--- config.mk ---
export PLATFORM = sky130hd
export DESIGN_NAME = pri_resolver
export DESIGN_NICKNAME = d
export VERILOG_FILES = /design/src/rtl/pr_pkg.sv /design/src/rtl/pr_scan_ctrl.sv /design/src/rtl/pr_entry_qual.sv /design/src/rtl/pr_win_slot.sv /design/src/rtl/pri_resolver.sv
export SDC_FILE = /design/constraint.sdc
export NUM_CORES = 1
export LEC_CHECK = 0
export BUFFER_PORTS_ARGS = -buffer_cell sky130_fd_sc_hd__buf_2
export CELL_PAD_IN_SITES_DETAIL_PLACEMENT = 1
export CELL_PAD_IN_SITES_GLOBAL_PLACEMENT = 2
export CORE_ASPECT_RATIO = 1.75
export CORE_MARGIN = 2
export CORE_UTILIZATION = 23
export CTS_CLUSTER_SIZE = 30
export DETAILED_ROUTE_END_ITERATION = 7
export PLACE_DENSITY_LB_ADDON = 0.1
export SETUP_SLACK_MARGIN = 0.02
export SYNTH_ARGS = -nofsm -noshare
export SYNTH_HDL_FRONTEND = slang
export SYNTH_SLANG_ARGS = --single-unit
--- constraint.sdc ---
create_clock -name clk -period 10.33 [get_ports clk]
set_input_delay 1.5495 -clock clk [delete_from_list [all_inputs] [get_ports clk]]
set_output_delay 1.5495 -clock clk [all_outputs]
set_load 0.02 [all_outputs]
--- src/rtl/pr_pkg.sv ---
package pr_pkg;
  localparam int PR_ID_W    = 6;
  localparam int PR_ENT_W   = PR_ID_W + 1;
  localparam int PR_STAT_W  = 32;
  localparam int PR_NORM_FLAG = 31;
  localparam int PR_NORM_LSB  = 16;
  localparam int PR_FAST_FLAG = 15;
  localparam int PR_FAST_LSB  = 0;
  localparam logic [PR_ID_W-1:0] PR_NONE_ID = '1;

  typedef struct packed {
    logic               vld;
    logic [PR_ID_W-1:0] id;
  } pr_entry_t;

  typedef struct packed {
    logic               vld;
    logic [PR_ID_W-1:0] id;
  } pr_win_t;

  function automatic logic [PR_STAT_W-1:0] pr_pack(pr_win_t nrm, pr_win_t fst);
    logic [PR_STAT_W-1:0] w;
    w = '0;
    w[PR_NORM_FLAG] = nrm.vld;
    w[PR_NORM_LSB +: PR_ID_W] = nrm.vld ? nrm.id : PR_NONE_ID;
    w[PR_FAST_FLAG] = fst.vld;
    w[PR_FAST_LSB +: PR_ID_W] = fst.vld ? fst.id : PR_NONE_ID;
    return w;
  endfunction
endpackage

--- src/rtl/pr_scan_ctrl.sv ---
module pr_scan_ctrl #(
  parameter int N_SRC = 40,
  localparam int IW = (N_SRC > 1) ? $clog2(N_SRC) : 1
) (
  input  logic          clk,
  input  logic          rst,
  input  logic          start,
  output logic          busy,
  output logic          done,
  output logic [IW-1:0] idx,
  output logic          last
);
  localparam logic [IW-1:0] LAST_IDX = IW'(N_SRC - 1);

  assign last = busy && (idx == LAST_IDX);

  always_ff @(posedge clk) begin
    if (rst) begin
      busy <= 1'b0;
      done <= 1'b0;
      idx  <= '0;
    end else if (start) begin
      busy <= 1'b1;
      done <= 1'b0;
      idx  <= '0;
    end else if (busy) begin
      if (idx == LAST_IDX) begin
        busy <= 1'b0;
        done <= 1'b1;
        idx  <= '0;
      end else begin
        idx <= idx + 1'b1;
      end
    end
  end
endmodule

--- src/rtl/pr_entry_qual.sv ---
module pr_entry_qual
  import pr_pkg::*;
#(
  parameter int N_SRC = 40
) (
  input  pr_entry_t        ent,
  input  logic [N_SRC-1:0] act_vec,
  input  logic [N_SRC-1:0] cls_vec,
  output logic             hit_norm,
  output logic             hit_fast
);
  logic [N_SRC-1:0] sel;
  logic             act_bit;
  logic             cls_bit;

  // One-hot select of the named source; an ID at or past N_SRC selects nothing.
  for (genvar i = 0; i < N_SRC; i++) begin : g_sel
    assign sel[i] = (ent.id == PR_ID_W'(i));
  end

  assign act_bit  = |(sel & act_vec);
  assign cls_bit  = |(sel & cls_vec);
  assign hit_norm = ent.vld && act_bit && !cls_bit;
  assign hit_fast = ent.vld && act_bit &&  cls_bit;
endmodule

--- src/rtl/pr_win_slot.sv ---
module pr_win_slot
  import pr_pkg::*;
(
  input  logic               clk,
  input  logic               rst,
  input  logic               clr,
  input  logic               hit,
  input  logic [PR_ID_W-1:0] id_in,
  output pr_win_t            cur,
  output pr_win_t            nxt
);
  // First hit of a walk wins, since slots are visited in rank order.
  always_comb begin
    nxt = cur;
    if (hit && !cur.vld) begin
      nxt.vld = 1'b1;
      nxt.id  = id_in;
    end
  end

  always_ff @(posedge clk) begin
    if (rst || clr) begin
      cur.vld <= 1'b0;
      cur.id  <= PR_NONE_ID;
    end else begin
      cur <= nxt;
    end
  end
endmodule

--- src/rtl/pri_resolver.sv ---
module pri_resolver
  import pr_pkg::*;
#(
  parameter int N_SRC = 40,
  localparam int IW   = (N_SRC > 1) ? $clog2(N_SRC) : 1
) (
  input  logic                    clk,
  input  logic                    rst,
  input  logic                    start,
  input  logic [N_SRC*PR_ENT_W-1:0] prio_tbl,
  input  logic [N_SRC-1:0]        act_vec,
  input  logic [N_SRC-1:0]        cls_vec,
  output logic                    busy,
  output logic                    done,
  output logic [PR_STAT_W-1:0]    status
);
  logic          scan_last;
  logic [IW-1:0] scan_idx;
  pr_entry_t     cur_ent;
  logic          q_norm, q_fast;
  logic [1:0]    hit;
  pr_win_t       win_cur [2];
  pr_win_t       win_nxt [2];
  logic [PR_STAT_W-1:0] status_q;

  pr_scan_ctrl #(.N_SRC(N_SRC)) u_ctrl (
    .clk  (clk),
    .rst  (rst),
    .start(start),
    .busy (busy),
    .done (done),
    .idx  (scan_idx),
    .last (scan_last)
  );

  assign cur_ent = prio_tbl[scan_idx*PR_ENT_W +: PR_ENT_W];

  pr_entry_qual #(.N_SRC(N_SRC)) u_qual (
    .ent     (cur_ent),
    .act_vec (act_vec),
    .cls_vec (cls_vec),
    .hit_norm(q_norm),
    .hit_fast(q_fast)
  );

  // Index 0 tracks the normal class, index 1 the fast class.
  assign hit[0] = busy && q_norm;
  assign hit[1] = busy && q_fast;

  for (genvar c = 0; c < 2; c++) begin : g_cls
    pr_win_slot u_slot (
      .clk  (clk),
      .rst  (rst),
      .clr  (start),
      .hit  (hit[c]),
      .id_in(cur_ent.id),
      .cur  (win_cur[c]),
      .nxt  (win_nxt[c])
    );
  end

  always_ff @(posedge clk) begin
    if (rst) begin
      status_q <= pr_pack('{vld: 1'b0, id: PR_NONE_ID}, '{vld: 1'b0, id: PR_NONE_ID});
    end else if (scan_last && !start) begin
      status_q <= pr_pack(win_nxt[0], win_nxt[1]);
    end
  end

  assign status = status_q;
endmodule

==> summary.md <==
| Metric | Value |
|---|---|
| Crit path launch | `u_ctrl.idx[1]` |
| Vias in the first global route | `between 7000 and 8000` |
| Switching pwr | `about 0.18 mW` |
| Worst Hold Slack | `444.5 ps` |
| CP Buf/Inv Count | `1` |
| Share of layout cells above drive strength 1 | `0.4701` |
| VDD IR max | `between 0.05 and 0.06 mV` |
| Clk_lat worst skew | `about 290 ps` |
| Setup crit end | `status[18]` |
| Static Leak | `around 3.1 nW` |
| Post-synthesis register bit count | `36` |
| Slew Viols, Final | `0` |
| Top cell type's share of synthesized area | `0.1769` |
| Fillers | `~2900` |
| Area Overhead vs Synth | `39.87%` |
| Mapped Avg Cell Area | `~8.5 um^2` |
| Nets | `1333` |
| Gpl congestion | `approximately 0.86` |
| Worst slew pin tran | `roughly 1200 ps` |
| HPWL Detailed | `roughly 26 mm` |
| Crit path launch type | `register` |
| Wirelength per Cell | `roughly 23 um` |
| Cells along the critical path | `buf_4 -> mux2i_1 -> a22oi_1 -> and3_1 -> o41ai_1 -> nand2_1 -> nand4_1 -> a21oi_1 -> or4_4 -> or4_4 -> a211oi_4 -> a31oi_1` |
| Clk pwr share | `0.333` |
| Cell repeated most along the worst path | `or4_4` |
| Largest fanout on the critical path | `60` |
| Final hold violation count | `0` |
| Maxcap violations | `0` |
| Initial Util | `0.2339` |
| Largest net degree at the start of global routing | `61` |
| Reg2reg path depth | `12` |
| Gate Count Post-Synth | `627` |
| Critical Path Max Stage Delay | `a little over 900 ps` |
| CP max-delay cell | `dfxtp_4` |
| Dominant cell type by area after synthesis | `mux2i_1` |
| Critical path depth | `12` |
| Final wirelength | `roughly 30 mm` |
| Die area | `24410 um^2` |
| Setup-failing EPs final | `0` |
| Slew headroom | `0.1875` |
| Via/cell ratio | `just over 5` |
| Critical Path Sink Type | `register` |
| Setup Fix Bufs, Post-CTS | `0` |
| Reg2Reg Launch Point | `u_ctrl.idx[1]` |
| Detail Route Antenna Nets | `0` |
| Final setup skew | `7.608 ps` |
| Io pins | `397` |
| CTS H-tree depth | `2` |
| Internal power | `0.3536 mW` |
| Clk slew on worst S/H paths | `around 60 ps` |
| Pre-CTS WS | `~4300 ps` |
| Core Area | `~23000 um^2` |
| Worst Hold Class | `register to register` |
| Post-layout min period | `between 6000 and 7000 ps` |
| Achievable Freq | `roughly 170 MHz` |
| Cell variety after synth | `81` |
| Pwr/cell area | `just over 70 nW/um^2` |
| Grt total ovfl | `0` |
| Status | `completed` |
| First-pass GRT wire length | `between 40 and 50 mm` |
| Root Buffer | `clkbuf_16` |
| Predominant post-synthesis flop cell | `dfxtp_1` |
| RSZ-0062 raised after global routing | `false` |
| Hold-fix buffers, CTS | `0` |
| Cell family with most CP delay | `simple AND/OR/NAND/NOR gates` |
| Fin crit share | `0.5840` |
| Initial antenna violation count | `5` |
| R2R Path End | `status[18]` |
| CTS Buf Count | `5` |
| Drt first-iter violations | `between 200 and 300` |
| Die W | `about 120 um` |
| Number of synthesized flops with an enable pin | `0` |
| Max clock buf depth | `2` |
| Number of I/O port buffers | `378` |
| Worst setup margin | `4298 ps` |
| Area contributors post-synth | `mux2i_1, mux4_2, dfxtp_1, nor2_1, a22oi_1` |
| Synth async-reset ratio | `0` |
| Sequential share of power | `0.272` |
| Die Height | `205.2 um` |
| DRC Markers | `0` |
| Critical Path AT | `~6100 ps` |
| Via count | `about 6600` |
| Total track usage | `0.2314` |
| Pre-Repair DR Iteration Count | `4` |
| Post-cts resize count | `0` |
| CP Class | `register to register` |
| Seq/Total Area, Yosys | `0.1355` |
| Critical path required time | `10440 ps` |
| Synth warn | `0` |
| Combinational Power Share | `0.395` |
| Reg2Reg Setup Slack | `approximately 4300 ps` |
| Mapped Area | `about 5300 um^2` |
| Clock sinks | `36` |
| TritonCTS clock tree | `done` |
| Sw frac | `0.3326` |
| Rows | `between 70 and 80` |
| Setup TNS | `0 ps` |
==> worst register-to-register path, delay by kind of cell (launching register included) <==
| kind | cells | cell delay (ps) |
|---|---|---|
| and+or+nand+nor | 5 | 2350 |
| AOI/OAI and AO/OA | 5 | 1590 |
| DFF | 1 | 920 |
| buffers and inverters | 1 | 700 |
| muxes | 1 | 290 |
==> state kept, by name, indices dropped and copies added, names as in the netlist <==
signal,cells
g_cls.u_slot.cur,14
status,14
u_ctrl.idx,6
u_ctrl.busy,1
u_ctrl.done,1
==> layer usage <==
layer  vias up  part of all wire  GRT usage
met2       279              0.57     0.4655
met1      3125              0.35     0.2392
met3        33             0.067    0.05127
li1       3132                 -          -
met5         -           0.00023          0
met4         2             0.020    0.05017
==> cell usage after synthesis (3+ instances only) <==
cell       count
xnor2_1        3
a41oi_1        3
buf_2         10
mux4_2        34
buf_6         14
o22ai_1        8
nor4_1         4
mux2_2         5
a2111oi_0      9
a211oi_2       3
a22oi_1       23
inv_1         12
a311oi_1       4
mux2i_1       94
nand3_1       31
dfxtp_1       36
o21ai_0       18
o211ai_1       4
nor3_1        11
nand4_1       21
a22o_1         3
and4_1         4
nor2b_1        9
buf_4         22
nand2b_1       5
a211oi_1       6
and2_1         7
nand2_1       45
a211o_1        5
a21oi_1       29
a31oi_1       10
and3_1         9
clkbuf_1      18
a32oi_1        4
nor2_1        49
==> cells in the final DEF (no fill, tap or decap), types with 3 or more instances in the layout <==
master,instances
buf_2,378
mux2i_1,94
nor2_1,49
nand2_1,45
mux4_2,34
dfxtp_1,33
nand3_1,31
a21oi_1,29
a22oi_1,23
nand4_1,21
o21ai_0,18
conb_1,18
inv_1,12
nor3_1,11
a31oi_1,10
nor2b_1,9
and3_1,9
a2111oi_0,9
o22ai_1,8
and2_1,7
buf_4,7
diode_2,6
a211oi_1,6
nand2b_1,5
mux2_2,5
a211o_1,5
clkbuf_16,5
and4_1,4
a311oi_1,4
nor4_1,4
o211ai_1,4
a32oi_1,4
a41oi_1,3
a211oi_2,3
a22o_1,3
xnor2_1,3
==> layout make-up <==
cell class / count / area, um^2 / area share
multi-input cells: 529 / 4164 / 0.5597
repair buffers: 385 / 1944 / 0.2614
flip-flops and latches: 36 / 729.5 / 0.09805
well taps: 300 / 375.4 / 0.05045
clock buffers: 5 / 125.1 / 0.01682
inverters: 12 / 45.04 / 0.006054
clock inverters: 3 / 41.29 / 0.005550
diodes: 6 / 15.01 / 0.002018
==> worst min-delay path by stage <==
stage,start,to,cells after the start
6_report,u_ctrl.done,u_ctrl.done,2
5_1_grt,u_ctrl.done,u_ctrl.done,2
4_1_cts,u_ctrl.done,u_ctrl.done,2
3_5_place_dp,u_ctrl.done,u_ctrl.done,2
3_3_place_gp,u_ctrl.done,u_ctrl.done,2
2_1_floorplan,g_cls[0].u_slot.cur[0],g_cls[0].u_slot.cur[0],2
==> metrics by stage <==
stage / util / power (mW) / std cells / cell area, um^2
after floorplan: - / 0.2582 / 644 / 5383
after global placement: 0.3191 / 0.3562 / 1262 / 7258
after detailed placement: 0.3191 / 0.3583 / 1262 / 7258
after CTS: 0.3265 / 0.5347 / 1270 / 7425
after global routing: 0.3267 / 0.5554 / 1272 / 7430
final: 0.3271 / 0.5299 / 1276 / 7440
==> cell families (layout without fill, tap and decap cells) <==
group / count (synthesis) / count (layout) / synth area share
AOI/OAI and AO/OA: 156 / 156 / 0.2148
xor gates and xnor gates: 4 / 4 / 0.006588
adders and majority gates: 1 / 1 / 0.002352
buffers and inverters: 79 / 405 / 0.09362
DFF: 36 / 36 / 0.1355
muxes: 134 / 134 / 0.3343
other: 1 / 24 / 0.0007050
and+or+nand+nor: 216 / 216 / 0.2122
==> power by group through the flow <==
stage	combinational (mW)	sequential [mW]	clock, mW
after floorplan	0.114	0.144	0
after global placement	0.209	0.147	0
after detailed placement	0.211	0.147	0
after CTS	0.212	0.144	0.179
after global routing	0.227	0.144	0.184
final	0.210	0.144	0.176
(Power assumes the default switching activity.)
